$ cat src/rtl/prog_addr_pkg.sv
package prog_addr_pkg;
  parameter int ADDR_W = 12;
  parameter int ROM_W  = 8;

  typedef struct packed {
    logic pcLoad;
    logic pcStep;
    logic tgtWrite;
    logic tgtFromRam;
    logic addrFromAcc;
  } seqCtl_t;
endpackage

$ cat src/rtl/prog_addr_ctl.sv
module prog_addr_ctl
  import prog_addr_pkg::*;
(
  input  logic    incEn,
  input  logic    jumpEn,
  input  logic    tgtLoadEn,
  input  logic    tgtSrcRam,
  input  logic    addrFromAcc,
  output seqCtl_t ctl
);
  // A jump overrides a step in the same cycle
  always_comb begin
    ctl.pcLoad      = jumpEn;
    ctl.pcStep      = incEn & ~jumpEn;
    ctl.tgtWrite    = tgtLoadEn;
    ctl.tgtFromRam  = tgtSrcRam;
    ctl.addrFromAcc = addrFromAcc;
  end
endmodule

$ cat src/rtl/prog_addr_dp.sv
module prog_addr_dp
  import prog_addr_pkg::*;
#(
  parameter int AW = ADDR_W,
  parameter int BW = ROM_W
) (
  input  logic          clk,
  input  logic          rstN,
  input  seqCtl_t       ctl,
  input  logic [BW-1:0] romData,
  input  logic [AW-1:0] ramData,
  input  logic [AW-1:0] accValue,
  output logic [AW-1:0] romAddr
);
  localparam int PAD_W = AW - BW;

  logic [AW-1:0] pcQ;
  logic [AW-1:0] tgtQ;
  logic [AW-1:0] romWide;

  generate
    if (PAD_W > 0) begin : g_pad
      assign romWide = {{PAD_W{1'b0}}, romData};
    end else begin : g_trim
      assign romWide = romData[AW-1:0];
    end
  endgenerate

  always_ff @(posedge clk or negedge rstN) begin
    if (!rstN) begin
      tgtQ <= '0;
    end else if (ctl.tgtWrite) begin
      tgtQ <= ctl.tgtFromRam ? ramData : romWide;
    end
  end

  always_ff @(posedge clk or negedge rstN) begin
    if (!rstN) begin
      pcQ <= '0;
    end else if (ctl.pcLoad) begin
      pcQ <= tgtQ;
    end else if (ctl.pcStep) begin
      pcQ <= pcQ + 1'b1;
    end
  end

  assign romAddr = ctl.addrFromAcc ? accValue : pcQ;

  AST_JUMP_TAKES_TGT: assert property (@(posedge clk) disable iff (!rstN)
    ctl.pcLoad |=> pcQ == $past(tgtQ));
  AST_STEP_PLUS_ONE: assert property (@(posedge clk) disable iff (!rstN)
    ctl.pcStep |=> pcQ == AW'($past(pcQ) + 1'b1));
  AST_IDLE_HOLDS: assert property (@(posedge clk) disable iff (!rstN)
    (!ctl.pcLoad && !ctl.pcStep) |=> $stable(pcQ));
  AST_NO_DOUBLE_MOVE: assert property (@(posedge clk) disable iff (!rstN)
    ctl.pcLoad |-> !ctl.pcStep);
  AST_TGT_HOLDS: assert property (@(posedge clk) disable iff (!rstN)
    !ctl.tgtWrite |=> $stable(tgtQ));

  generate
    if (PAD_W > 0) begin : g_padChk
      AST_ROM_TGT_UPPER_ZERO: assert property (@(posedge clk) disable iff (!rstN)
        (ctl.tgtWrite && !ctl.tgtFromRam) |=> tgtQ[AW-1:BW] == '0);
    end
  endgenerate
endmodule

$ cat src/rtl/prog_addr_seq.sv
module prog_addr_seq
  import prog_addr_pkg::*;
(
  input  logic              clk,
  input  logic              rstN,
  input  logic              incEn,
  input  logic              jumpEn,
  input  logic              tgtLoadEn,
  input  logic              tgtSrcRam,
  input  logic [ROM_W-1:0]  romData,
  input  logic [ADDR_W-1:0] ramData,
  input  logic [ADDR_W-1:0] accValue,
  input  logic              addrFromAcc,
  output logic [ADDR_W-1:0] romAddr
);
  seqCtl_t ctl;

  prog_addr_ctl u_ctl (
    .incEn(incEn), .jumpEn(jumpEn), .tgtLoadEn(tgtLoadEn),
    .tgtSrcRam(tgtSrcRam), .addrFromAcc(addrFromAcc), .ctl(ctl)
  );

  prog_addr_dp #(.AW(ADDR_W), .BW(ROM_W)) u_dp (
    .clk(clk), .rstN(rstN), .ctl(ctl), .romData(romData),
    .ramData(ramData), .accValue(accValue), .romAddr(romAddr)
  );
endmodule

$ cat config.mk
export PLATFORM = sky130hd
export DESIGN_NAME = prog_addr_seq
export DESIGN_NICKNAME = d
export VERILOG_FILES = /design/src/rtl/prog_addr_pkg.sv /design/src/rtl/prog_addr_ctl.sv /design/src/rtl/prog_addr_dp.sv /design/src/rtl/prog_addr_seq.sv
export SDC_FILE = /design/constraint.sdc
export NUM_CORES = 1
export LEC_CHECK = 0
export BUFFER_PORTS_ARGS = -buffer_cell sky130_fd_sc_hd__buf_2
export CAP_MARGIN = 20
export CELL_PAD_IN_SITES_DETAIL_PLACEMENT = 1
export CELL_PAD_IN_SITES_GLOBAL_PLACEMENT = 1
export CORE_MARGIN = 10
export CORE_UTILIZATION = 38
export CTS_CLUSTER_DIAMETER = 120
export DETAILED_ROUTE_END_ITERATION = 8
export PLACE_DENSITY = 0.93
export SETUP_SLACK_MARGIN = 0.02
export SLEW_MARGIN = 5
export SYNTH_ARGS = -nofsm -noshare
export SYNTH_HDL_FRONTEND = slang
export SYNTH_SLANG_ARGS = --single-unit
$ cat constraint.sdc
create_clock -name clk -period 3.7 [get_ports clk]
set_clock_uncertainty 0.05 [all_clocks]
set_input_delay 0.74 -clock clk [delete_from_list [all_inputs] [get_ports clk]]
set_output_delay 0.74 -clock clk [all_outputs]
set_load 0.05 [all_outputs]
==> results.md, run 1 <==
* Outcome: finished, final reports clean
* Via count of the first global-routing pass at about 1.3k
* Avg Cell Area, Syn at about 9.6 um2
* Crit path max fanout at 13
* Largest net degree at the start of global routing at 25
* Via count at 1217
* Htree depth at 1
* IO Pins at 51
* Hold Path Class: in2async
* Syn. warnings at 0
* FF+latch count, synth at 24
* Worst r2r src: u_dp.pcQ[0]
* Die area at 6310 um2
* Initial Utilization at between 30% and 40%
* # setup viols final at 0
* Worst Path Required at 2.91 ns
* Data arrival, critical path at between 1.5 and 2 ns
* Critical path endpoint category: output port
* Port bufs at 50
* Post-DP HPWL at around 2900 um
* Gr usage total at 12.3%
* Routed len/inst at roughly 16 um
* Gr ovfl total at 0
* FP Rows at 21
* Final max-slew violation count at 0
* Pwr Density at approximately 440 nW/um2
* Post-CTS setup buffers at 0
* Cells resized by post-CTS repair at 0
* Initial antenna violation count at 0
* Clock latency on the worst-skew pair at between 0.3 and 0.4 ns
* CTS buffer count at 3
* Proportion of layout cells with a drive suffix above 1 at a little over a third
* # clock sinks at 24
* Design area at 1660 um2
* Clk buf depth at 2
* Die Y at 79.4 um
* Area post-placement at between 1500 and 2000 um2
* Residual DRC at 0
* Sequential-to-total area share from yosys stat at ~45%
* # diodes at 0
* R2R cell count at 4
* Max IR drop VDD at 0.154 mV
* Slew margin rel. at 63.9%
* Pleak at 0.765 nW
* RSZ-0062 raised after global routing: no
* CP Launch Type: input port
* First-pass GRT wire length at around 6500 um
* RePlAce Congestion at between 0.7 and 0.8
* Net count after synthesis at 180
* Antenna-violating nets left at 0
* Clock Pin Slew Worst Setup and Hold Paths at ~0.14 ns
* Post-layout util at 49.4%
* Core Area at 3360 um2
* CTS tree: done
* Final net count at around 230
* CP Class: in2out
* Crit share post-route at 64.2%
* Synth Instances at 140
* Setup Total Neg Slack at 0 ns
* Iteration-0 DRC Markers at about 100
* Clock root buffer master: clkbuf_4
* Slew @ Worst Pin at 0.541 ns
* Final wirelength at about 3700 um
* DRT Pass-1 Iters at 4
* Netlist cell types at 30
* Final critical-path required period at 2.38 ns
* Hold Fails Final Rpt at 0
* Max-Cap Viols at 0
* Post-CTS Hold Buffers at 0
* Max Fclk at between 0.4 and 0.5 GHz
* Die width at about 79 um
* Vias/cell at approximately 5.2
* Synth-to-Final Area Change at 23.7%
* Post-synthesis cell area at roughly 1300 um2
* Launch point of the worst path: addrFromAcc
[worst max-delay path: stages]
cell and delay (ns):
buf_2 0.26, mux2_2 0.37, buf_2 0.21
[per-layer routing]
metal	track usage, %	wire, um	part of all wire [%]	vias to the layer above
met5	0	0	0	-
met4	3.23	32	0.88	0
met2	19.2	1670	46	46
li1	-	-	-	600
met3	4.05	296	8.1	2
met1	15.7	1650	45	569
[kinds of logic (layout without fill, tap and decap cells)]
| family | Yosys count | in the layout | synth area share, % |
|---|---|---|---|
| simple gates | 47 | 47 | 17.9 |
| flops | 24 | 24 | 44.7 |
| compound gates | 30 | 30 | 13.0 |
| buf+inv | 14 | 60 | 4.85 |
| mux | 20 | 20 | 15.9 |
| xor+xnor | 4 | 4 | 2.61 |
| fa+ha+maj | 1 | 1 | 0.932 |
[synth_stat cells (all sizes together)]
master   n  share of area (%)
nand2   11                3.1
a21oi    8                3.0
nand3   11                4.5
o31ai    3                1.7
nor2b    1               0.47
nand4    3                1.4
or4b     1               0.75
a22oi    2                1.1
inv      5                1.4
mux2i    9                6.7
xnor2    1               0.65
nor2    13                3.6
o21ai   11                4.1
xor2     3                2.0
a31oi    3                1.4
ha       1               0.93
o311ai   1               0.65
clkinv   1               0.28
clkbuf   4                1.1
or3b     1               0.65
or4      6                3.4
o211ai   2                1.1
buf      4                2.0
dfrtp   24                 45
mux2    11                9.2
[placed cells by master (no fill, tap or decap), drive strengths merged]
cell    Yosys  routed
a31oi       3       3
o211ai      2       2
inv         5       5
o311ai      1       1
mux2i       9       9
or4b        1       1
or3b        1       1
nor2b       1       1
nor2       13      13
dfrtp      24      24
ha          1       1
a22oi       2       2
nand4       3       3
clkinv      1       1
xnor2       1       1
mux2       11      11
a21oi       8       8
o31ai       3       3
nand3      11      11
or4         6       6
o21ai      11      11
xor2        3       3
bufinv      0       1
buf         4      50
clkbuf      4       3
nand2      11      11
[through the flow]
step | hold WS (ns) | power (mW) | setup slack [ns] | std cells
2_1_floorplan | 0.394 | 0.471 | 0.838 | 140
5_1_grt | 0.348 | 0.765 | 1.28 | 232
3_3_place_gp | 0.414 | 0.525 | 1.33 | 228
3_5_place_dp | 0.429 | 0.536 | 1.31 | 228
6_report | 0.320 | 0.724 | 1.32 | 232
4_1_cts | 0.335 | 0.732 | 1.31 | 232
[where the power goes]
group	internal, mW	switching (mW)
registers	0.294	0.0357
clock network	0.110	0.0862
logic	0.0714	0.126
[cell type report]
type	instances	area (um2)
multi-input cells	102	677
fillers	420	1700
flip-flops and latches	24	601
clock inverters	1	30.0
well taps	46	57.6
repair buffers	50	250
clock buffers	3	22.5
inverters	6	22.5
[path summary, 6_finish.rpt]
path                                      to  slack [ns]
worst min register to register   u_dp.pcQ[6]        0.46
max in group asynchronous        u_dp.pcQ[5]        2.92
worst min-delay path            u_dp.tgtQ[8]        0.32
worst max-delay path             romAddr[11]        1.32
worst max register to register   u_dp.pcQ[6]        1.94
min in group clk                 u_dp.pcQ[6]        0.46
[registers in the layout, summed over array words and instances (netlist names)]
signal / cells
u_dp.tgtQ: 12
u_dp.pcQ: 12
Note: power is estimated with default switching activity, not from simulation.
==> run 2, diff against run 1 <==
--- a/config.mk
+++ b/config.mk
@@ -10,10 +10,10 @@
 export CELL_PAD_IN_SITES_DETAIL_PLACEMENT = 1
 export CELL_PAD_IN_SITES_GLOBAL_PLACEMENT = 1
 export CORE_MARGIN = 10
-export CORE_UTILIZATION = 38
+export CORE_UTILIZATION = 32
 export CTS_CLUSTER_DIAMETER = 120
 export DETAILED_ROUTE_END_ITERATION = 8
-export PLACE_DENSITY = 0.93
+export PLACE_DENSITY = 0.85
 export SETUP_SLACK_MARGIN = 0.02
 export SLEW_MARGIN = 5
 export SYNTH_ARGS = -nofsm -noshare
==> constraint.sdc (replaced) <==
create_clock -name clk -period 2.1 [get_ports clk]
set_clock_uncertainty 0.05 [all_clocks]
set_input_delay 0.42 -clock clk [delete_from_list [all_inputs] [get_ports clk]]
set_output_delay 0.42 -clock clk [all_outputs]
set_load 0.05 [all_outputs]
==> results.md, run 2 (synthesis results as in run 1) <==
* # clock sinks at 24 (unchanged)
* CTS tree: done (unchanged)
* Final max-slew violation count at 0 (unchanged)
* Gr ovfl total at 0 (unchanged)
* Initial Utilization at 33.3% (was 39.9%)
* Clock root buffer master: clkbuf_8 (was clkbuf_4)
* Final wirelength at 3700 um (was 3650 um)
* Die Y at 84.8 um (was 79.4 um)
* Fillers at 492 (was 420)
* Routed len/inst at 15.7 um (about the same)
* Core Area at 4030 um2 (was 3360 um2)
* Crit path largest cell delay at 0.37 ns (about the same)
* Setup Total Neg Slack at 0 ns (unchanged)
* Clk buf depth at 2 (unchanged)
* Worst Path Required at 1.63 ns (was 2.91 ns)
* Clock latency on the worst-skew pair at 0.27 ns (was 0.33 ns)
* Pwr Density at 752 nW/um2 (was 436 nW/um2)
* RSZ-0062 raised after global routing: no (unchanged)
* Slew @ Worst Pin at 0.538 ns (was 0.541 ns)
* Data arrival, critical path at 1.25 ns (was 1.59 ns)
* CP delay by family, top: buffers and inverters (unchanged)
* CP Launch Type: input port (unchanged)
* Post-DP HPWL at 2920 um (was 2880 um)
* CP Class: in2out (unchanged)
* IO Pins at 51 (unchanged)
* Most frequent CP cell: buf_2 (unchanged)
* Initial antenna violation count at 0 (unchanged)
* Via count of the first global-routing pass at 1307 (was 1348)
* Die area at 7190 um2 (was 6310 um2)
* Via count at 1240 (was 1217)
* Htree depth at 1 (unchanged)
* Routed met3 length at 277 um (was 296 um)
* Post-CTS Hold Buffers at 0 (unchanged)
* # setup viols final at 0 (unchanged)
* Area post-placement at 1610 um2 (about the same)
* Final net count at 227 (unchanged)
* Max IR drop VDD at 0.228 mV (was 0.154 mV)
* # diodes at 0 (unchanged)
* Crit path max fanout at 13 (unchanged)
* Met2 wire length at 1550 um (was 1670 um)
* Port bufs at 50 (unchanged)
* Hold Fails Final Rpt at 0 (unchanged)
* Multi-input gate area at 677 um2 (unchanged)
* CP Cell Sequence: buf_2 -> mux2_2 -> buf_2 (unchanged)
* Sequential Area at 601 um2 (unchanged)
* Synth-to-Final Area Change at 24.2% (was 23.7%)
* Largest net degree at the start of global routing at 25 (unchanged)
* R2R setup slack at 0.40 ns (was 1.94 ns)
* Max Fclk at between 0.5 and 0.6 GHz
* CTS buffer count at 3 (unchanged)
* Largest regs: u_dp.pcQ (12), u_dp.tgtQ (12) (unchanged)
* Top Metal Used: met4 (unchanged)
* First-pass GRT wire length at 6440 um (was 6480 um)
* Antenna-violating nets left at 0 (unchanged)
* Critical path endpoint category: output port (unchanged)
* Met1 wire length at 1820 um (was 1650 um)
* RePlAce Congestion at 0.817 (was 0.741)
* Slew margin rel. at 64.1% (was 63.9%)
* Crit share post-route at 82.1%
* Iteration-0 DRC Markers at 54 (was 102)
* Die width at 84.8 um (was 79.4 um)
* Vias/cell at 5.25 (about the same)
* Cells resized by post-CTS repair at 0 (unchanged)
* Final critical-path required period at 1.72 ns
* Clock Pin Slew Worst Setup and Hold Paths at 0.08 ns (was 0.14 ns)
* CP Buf/Inv Count at 2 (unchanged)
* Residual DRC at 0 (unchanged)
* Design area at 1670 um2 (was 1660 um2)
* Pleak at 0.766 nW (was 0.765 nW)
* Max-Cap Viols at 0 (unchanged)
* Hold Path Class: in2async (unchanged)
* Commonest cells after routing, fill and taps aside: buf_2, dfrtp_1, nor2_1 (unchanged)
* DRT Pass-1 Iters at 6 (was 4)
* Gr usage total at 10.7% (was 12.3%)
* Post-CTS setup buffers at 0 (unchanged)
* Most common cell after layout, fill and taps aside: buf_2 (unchanged)
* Outcome: finished, final reports clean (unchanged)
* FP Rows at 23 (was 21)
* Tot Pwr at 1.25 mW (was 0.724 mW)
* Slowest CP cell: mux2_2 (unchanged)
* Proportion of layout cells with a drive suffix above 1 at 36.6% (unchanged)
run 2: worst paths after layout:
kind | from | endpoint | cells past startpoint
setup / recovery | addrFromAcc | romAddr[4] | 3
hold / removal | rstN | u_dp.pcQ[7] | 1
setup reg to reg | u_dp.pcQ[0] | u_dp.pcQ[6] | 4
hold reg to reg | u_dp.tgtQ[3] | u_dp.pcQ[3] | 2
max in group asynchronous | rstN | u_dp.pcQ[11] | 1
min in group clk | ramData[10] | u_dp.tgtQ[10] | 3
run 2: final cells by class:
class,instances,area share [%]
tap,50,3.75
clock buffer,4,3.30
inverter,6,1.35
timing repair buffer,50,15.0
multi-input combinational,102,40.6
sequential,24,36.0
run 2: stage by stage:
step	setup slack (ns)	hold WS, ns	util, %	std cells
3_3_place_gp	0.382	0.384	40.0	232
4_1_cts	0.355	0.0870	41.4	236
6_report	0.377	0.0640	41.4	236
5_1_grt	0.215	0.0998	41.4	236
2_1_floorplan	0.258	0.0744	-	140
3_5_place_dp	0.351	0.388	40.0	232
run 2: report_power, final:
part / switching [mW] / internal, mW / leakage, nW
combinational: 0.225 / 0.126 / 0.454
clock: 0.156 / 0.168 / 0.0288
sequential: 0.0614 / 0.519 / 0.283
total: 0.442 / 0.813 / 0.766
run 2: worst register-to-register path: stages (launching register included):
cell and delay (ns):
dfrtp_1 0.42, ha_1 0.22, nand3_1 0.19, or4_2 0.66
nand3_1 0.10
run 2: routing by layer:
layer	vias up	GRT usage, %
li1	603	-
met1	585	13.7
met2	47	16.2
met3	5	3.38
met4	0	4.04
met5	-	0
==> run 3, diff against run 2 <==
--- a/config.mk
+++ b/config.mk
@@ -10,10 +10,10 @@
 export CELL_PAD_IN_SITES_DETAIL_PLACEMENT = 1
 export CELL_PAD_IN_SITES_GLOBAL_PLACEMENT = 1
 export CORE_MARGIN = 10
-export CORE_UTILIZATION = 32
+export CORE_UTILIZATION = 35
 export CTS_CLUSTER_DIAMETER = 120
 export DETAILED_ROUTE_END_ITERATION = 8
-export PLACE_DENSITY = 0.85
+export PLACE_DENSITY = 0.88
 export SETUP_SLACK_MARGIN = 0.02
 export SLEW_MARGIN = 5
 export SYNTH_ARGS = -nofsm -noshare
==> constraint.sdc (replaced) <==
create_clock -name clk -period 1.7 [get_ports clk]
set_clock_uncertainty 0.05 [all_clocks]
set_input_delay 0.34 -clock clk [delete_from_list [all_inputs] [get_ports clk]]
set_output_delay 0.34 -clock clk [all_outputs]
set_load 0.05 [all_outputs]
==> results.md, run 3 (synthesis results as in run 1) <==
* CTS buffer count at 3 (unchanged)
* CP Launch Type: flop (was input port)
* Max Fclk at ~0.63 GHz
* Clock root buffer master: clkbuf_8 (unchanged)
* Final critical-path required period at about 1.6 ns
* Post-DP HPWL at 3040 um (was 2920 um)
* Slew margin rel. at 63.5% (was 64.1%)
* Hold Fails Final Rpt at 0 (unchanged)
* Slowest CP cell: dfrtp_1 (was mux2_2)
* First-pass GRT wire length at 6430 um (was 6440 um)
* Proportion of layout cells with a drive suffix above 1 at 39.4% (was 36.6%)
* Core Area at 3690 um2 (was 4030 um2)
* Crit path max fanout at 5 (was 13)
* R2R cell count at 4 (unchanged)
* Setup Total Neg Slack at 0 ns (unchanged)
* Die Y at 81.9 um (was 84.8 um)
* CTS tree: done (unchanged)
* Final wirelength at 3840 um (was 3700 um)
* Synth-to-Final Area Change at 27.5% (was 24.2%)
* RR Endpoint: u_dp.pcQ[6] (unchanged)
* FP Rows at 22 (was 23)
* # clock sinks at 24 (unchanged)
* Slew @ Worst Pin at 0.547 ns (was 0.538 ns)
* Die width at 81.9 um (was 84.8 um)
* Multi-input gate area at 698 um2 (was 677 um2)
* CP Class: reg2out (was in2out)
* Clock latency on the worst-skew pair at 0.26 ns (was 0.27 ns)
* Iteration-0 DRC Markers at 75 (was 54)
* Final max-slew violation count at 0 (unchanged)
* Worst setup path end: romAddr[2] (was romAddr[4])
* Fin worst setup slack at 0.100 ns (was 0.377 ns)
* Vias/cell at 5.19 (was 5.25)
* Design area at 1710 um2 (was 1670 um2)
* Clk buf depth at 2 (unchanged)
* IO Pins at 51 (unchanged)
* Initial antenna violation count at 0 (unchanged)
* Port bufs at 50 (unchanged)
* Via count of the first global-routing pass at 1355 (was 1307)
* Gr ovfl total at 0 (unchanged)
* Fillers at 456 (was 492)
* CP Buf/Inv Count at 1 (was 2)
* RSZ-0062 raised after global routing: no (unchanged)
* Final net count at 230 (was 227)
* Worst Path Required at 1.31 ns (was 1.63 ns)
* Dpl cells at 232 (unchanged)
* CP Depth at 2 (was 3)
* Finished Layout Cells at 236 (unchanged)
* Crit path largest cell delay at 0.46 ns (was 0.37 ns)
* Max-Cap Viols at 0 (unchanged)
* Antenna-violating nets left at 0 (unchanged)
* R2R setup slack at 0.11 ns (was 0.40 ns)
* Critical path endpoint category: output port (unchanged)
* Die area at 6710 um2 (was 7190 um2)
* Clock Pin Slew Worst Setup and Hold Paths at 0.08 ns (about the same)
* Final hold slack at 0.00368 ns (was 0.0640 ns)
* DRT Pass-1 Iters at 4 (was 6)
* Htree depth at 1 (unchanged)
* Via count at 1224 (was 1240)
* Place WS at 0.0566 ns (was 0.351 ns)
* Launch point of the worst path: u_dp.pcQ[2] (was addrFromAcc)
* Hold Path Class: in2async (unchanged)
* Post-CTS Hold Buffers at 0 (unchanged)
* Sequential Area at 602 um2 (was 601 um2)
* Gr usage total at 11.8% (was 10.7%)
* CP delay by family, top: flip-flops (was buffers and inverters)
* Worst r2r src: u_dp.pcQ[0] (unchanged)
* Routed len/inst at 16.3 um (was 15.7 um)
* # setup viols final at 0 (unchanged)
* Residual DRC at 0 (unchanged)
* Area post-placement at 1640 um2 (was 1610 um2)
* Crit share post-route at 94.1%
* Most common cell after layout, fill and taps aside: buf_2 (unchanged)
* Largest net degree at the start of global routing at 25 (unchanged)
* RePlAce Congestion at 0.764 (was 0.817)
* Max IR drop VDD at 0.334 mV (was 0.228 mV)
* # diodes at 0 (unchanged)
* Initial Utilization at 36.4% (was 33.3%)
* Largest regs: u_dp.pcQ (12), u_dp.tgtQ (12) (unchanged)
* CP Cell Sequence: mux2_2 -> buf_2 (was buf_2 -> mux2_2 -> buf_2)
* Pleak at 0.778 nW (was 0.766 nW)
* Outcome: finished, final reports clean (unchanged)
* Pwr Density at 884 nW/um2 (was 752 nW/um2)
* Commonest cells after routing, fill and taps aside: buf_2, dfrtp_1, nor2_1 (unchanged)
* Data arrival, critical path at 1.21 ns (was 1.25 ns)
[run 3: layout make-up]
class / instances / share of cell area (%)
inverter: 6 / 1.32
sequential: 24 / 35.2
tap: 48 / 3.51
multi-input combinational: 102 / 40.8
clock buffer: 3 / 2.41
timing repair buffer: 53 / 16.8
[run 3: what timing repair did]
| action | CTS | global route |
|---|---|---|
| setup buffers | 0 | 1 |
| gates resized for setup | 1 | 4 |
| endpoints found under the setup margin | 1 | 4 |
[run 3: worst min-delay path by stage]
| stage | cells after the start | end | from |
|---|---|---|---|
| 2_1_floorplan | 0 | u_dp.pcQ[0] | rstN |
| 3_3_place_gp | 1 | u_dp.tgtQ[4] | rstN |
| 3_5_place_dp | 1 | u_dp.tgtQ[0] | rstN |
| 4_1_cts | 1 | u_dp.tgtQ[5] | rstN |
| 5_1_grt | 1 | u_dp.tgtQ[7] | rstN |
| 6_report | 1 | u_dp.tgtQ[0] | rstN |
[run 3: stage by stage]
| stage | util [%] | power (mW) |
|---|---|---|
| detailed placement | 44.5 | 1.18 |
| global placement | 44.5 | 1.16 |
| finish | 46.4 | 1.51 |
| global route | 46.4 | 1.61 |
| CTS | 45.8 | 1.52 |
| floorplan | - | 1.03 |
[run 3: where the power goes]
part | switching [mW] | internal (mW)
sequential | 0.0795 | 0.641
combinational | 0.284 | 0.174
clock | 0.176 | 0.158
[run 3: worst reg2reg max path: cells and delay by family, from the launching register on]
| kind | cells | cell delay [ns] |
|---|---|---|
| DFF | 1 | 0.44 |
| adders and majority gates | 1 | 0.17 |
| and+or+nand+nor | 3 | 0.86 |
[run 3: layer usage]
| layer | track usage, % | vias up | part of all wire, % | wire, um |
|---|---|---|---|---|
| met1 | 13.5 | 593 | 42 | 1600 |
| met2 | 21.8 | 26 | 52 | 2010 |
| li1 | - | 605 | - | - |
| met4 | 1.53 | 0 | 0 | 0 |
| met5 | 0 | - | 0 | 0 |
| met3 | 3.38 | 0 | 6.1 | 233 |
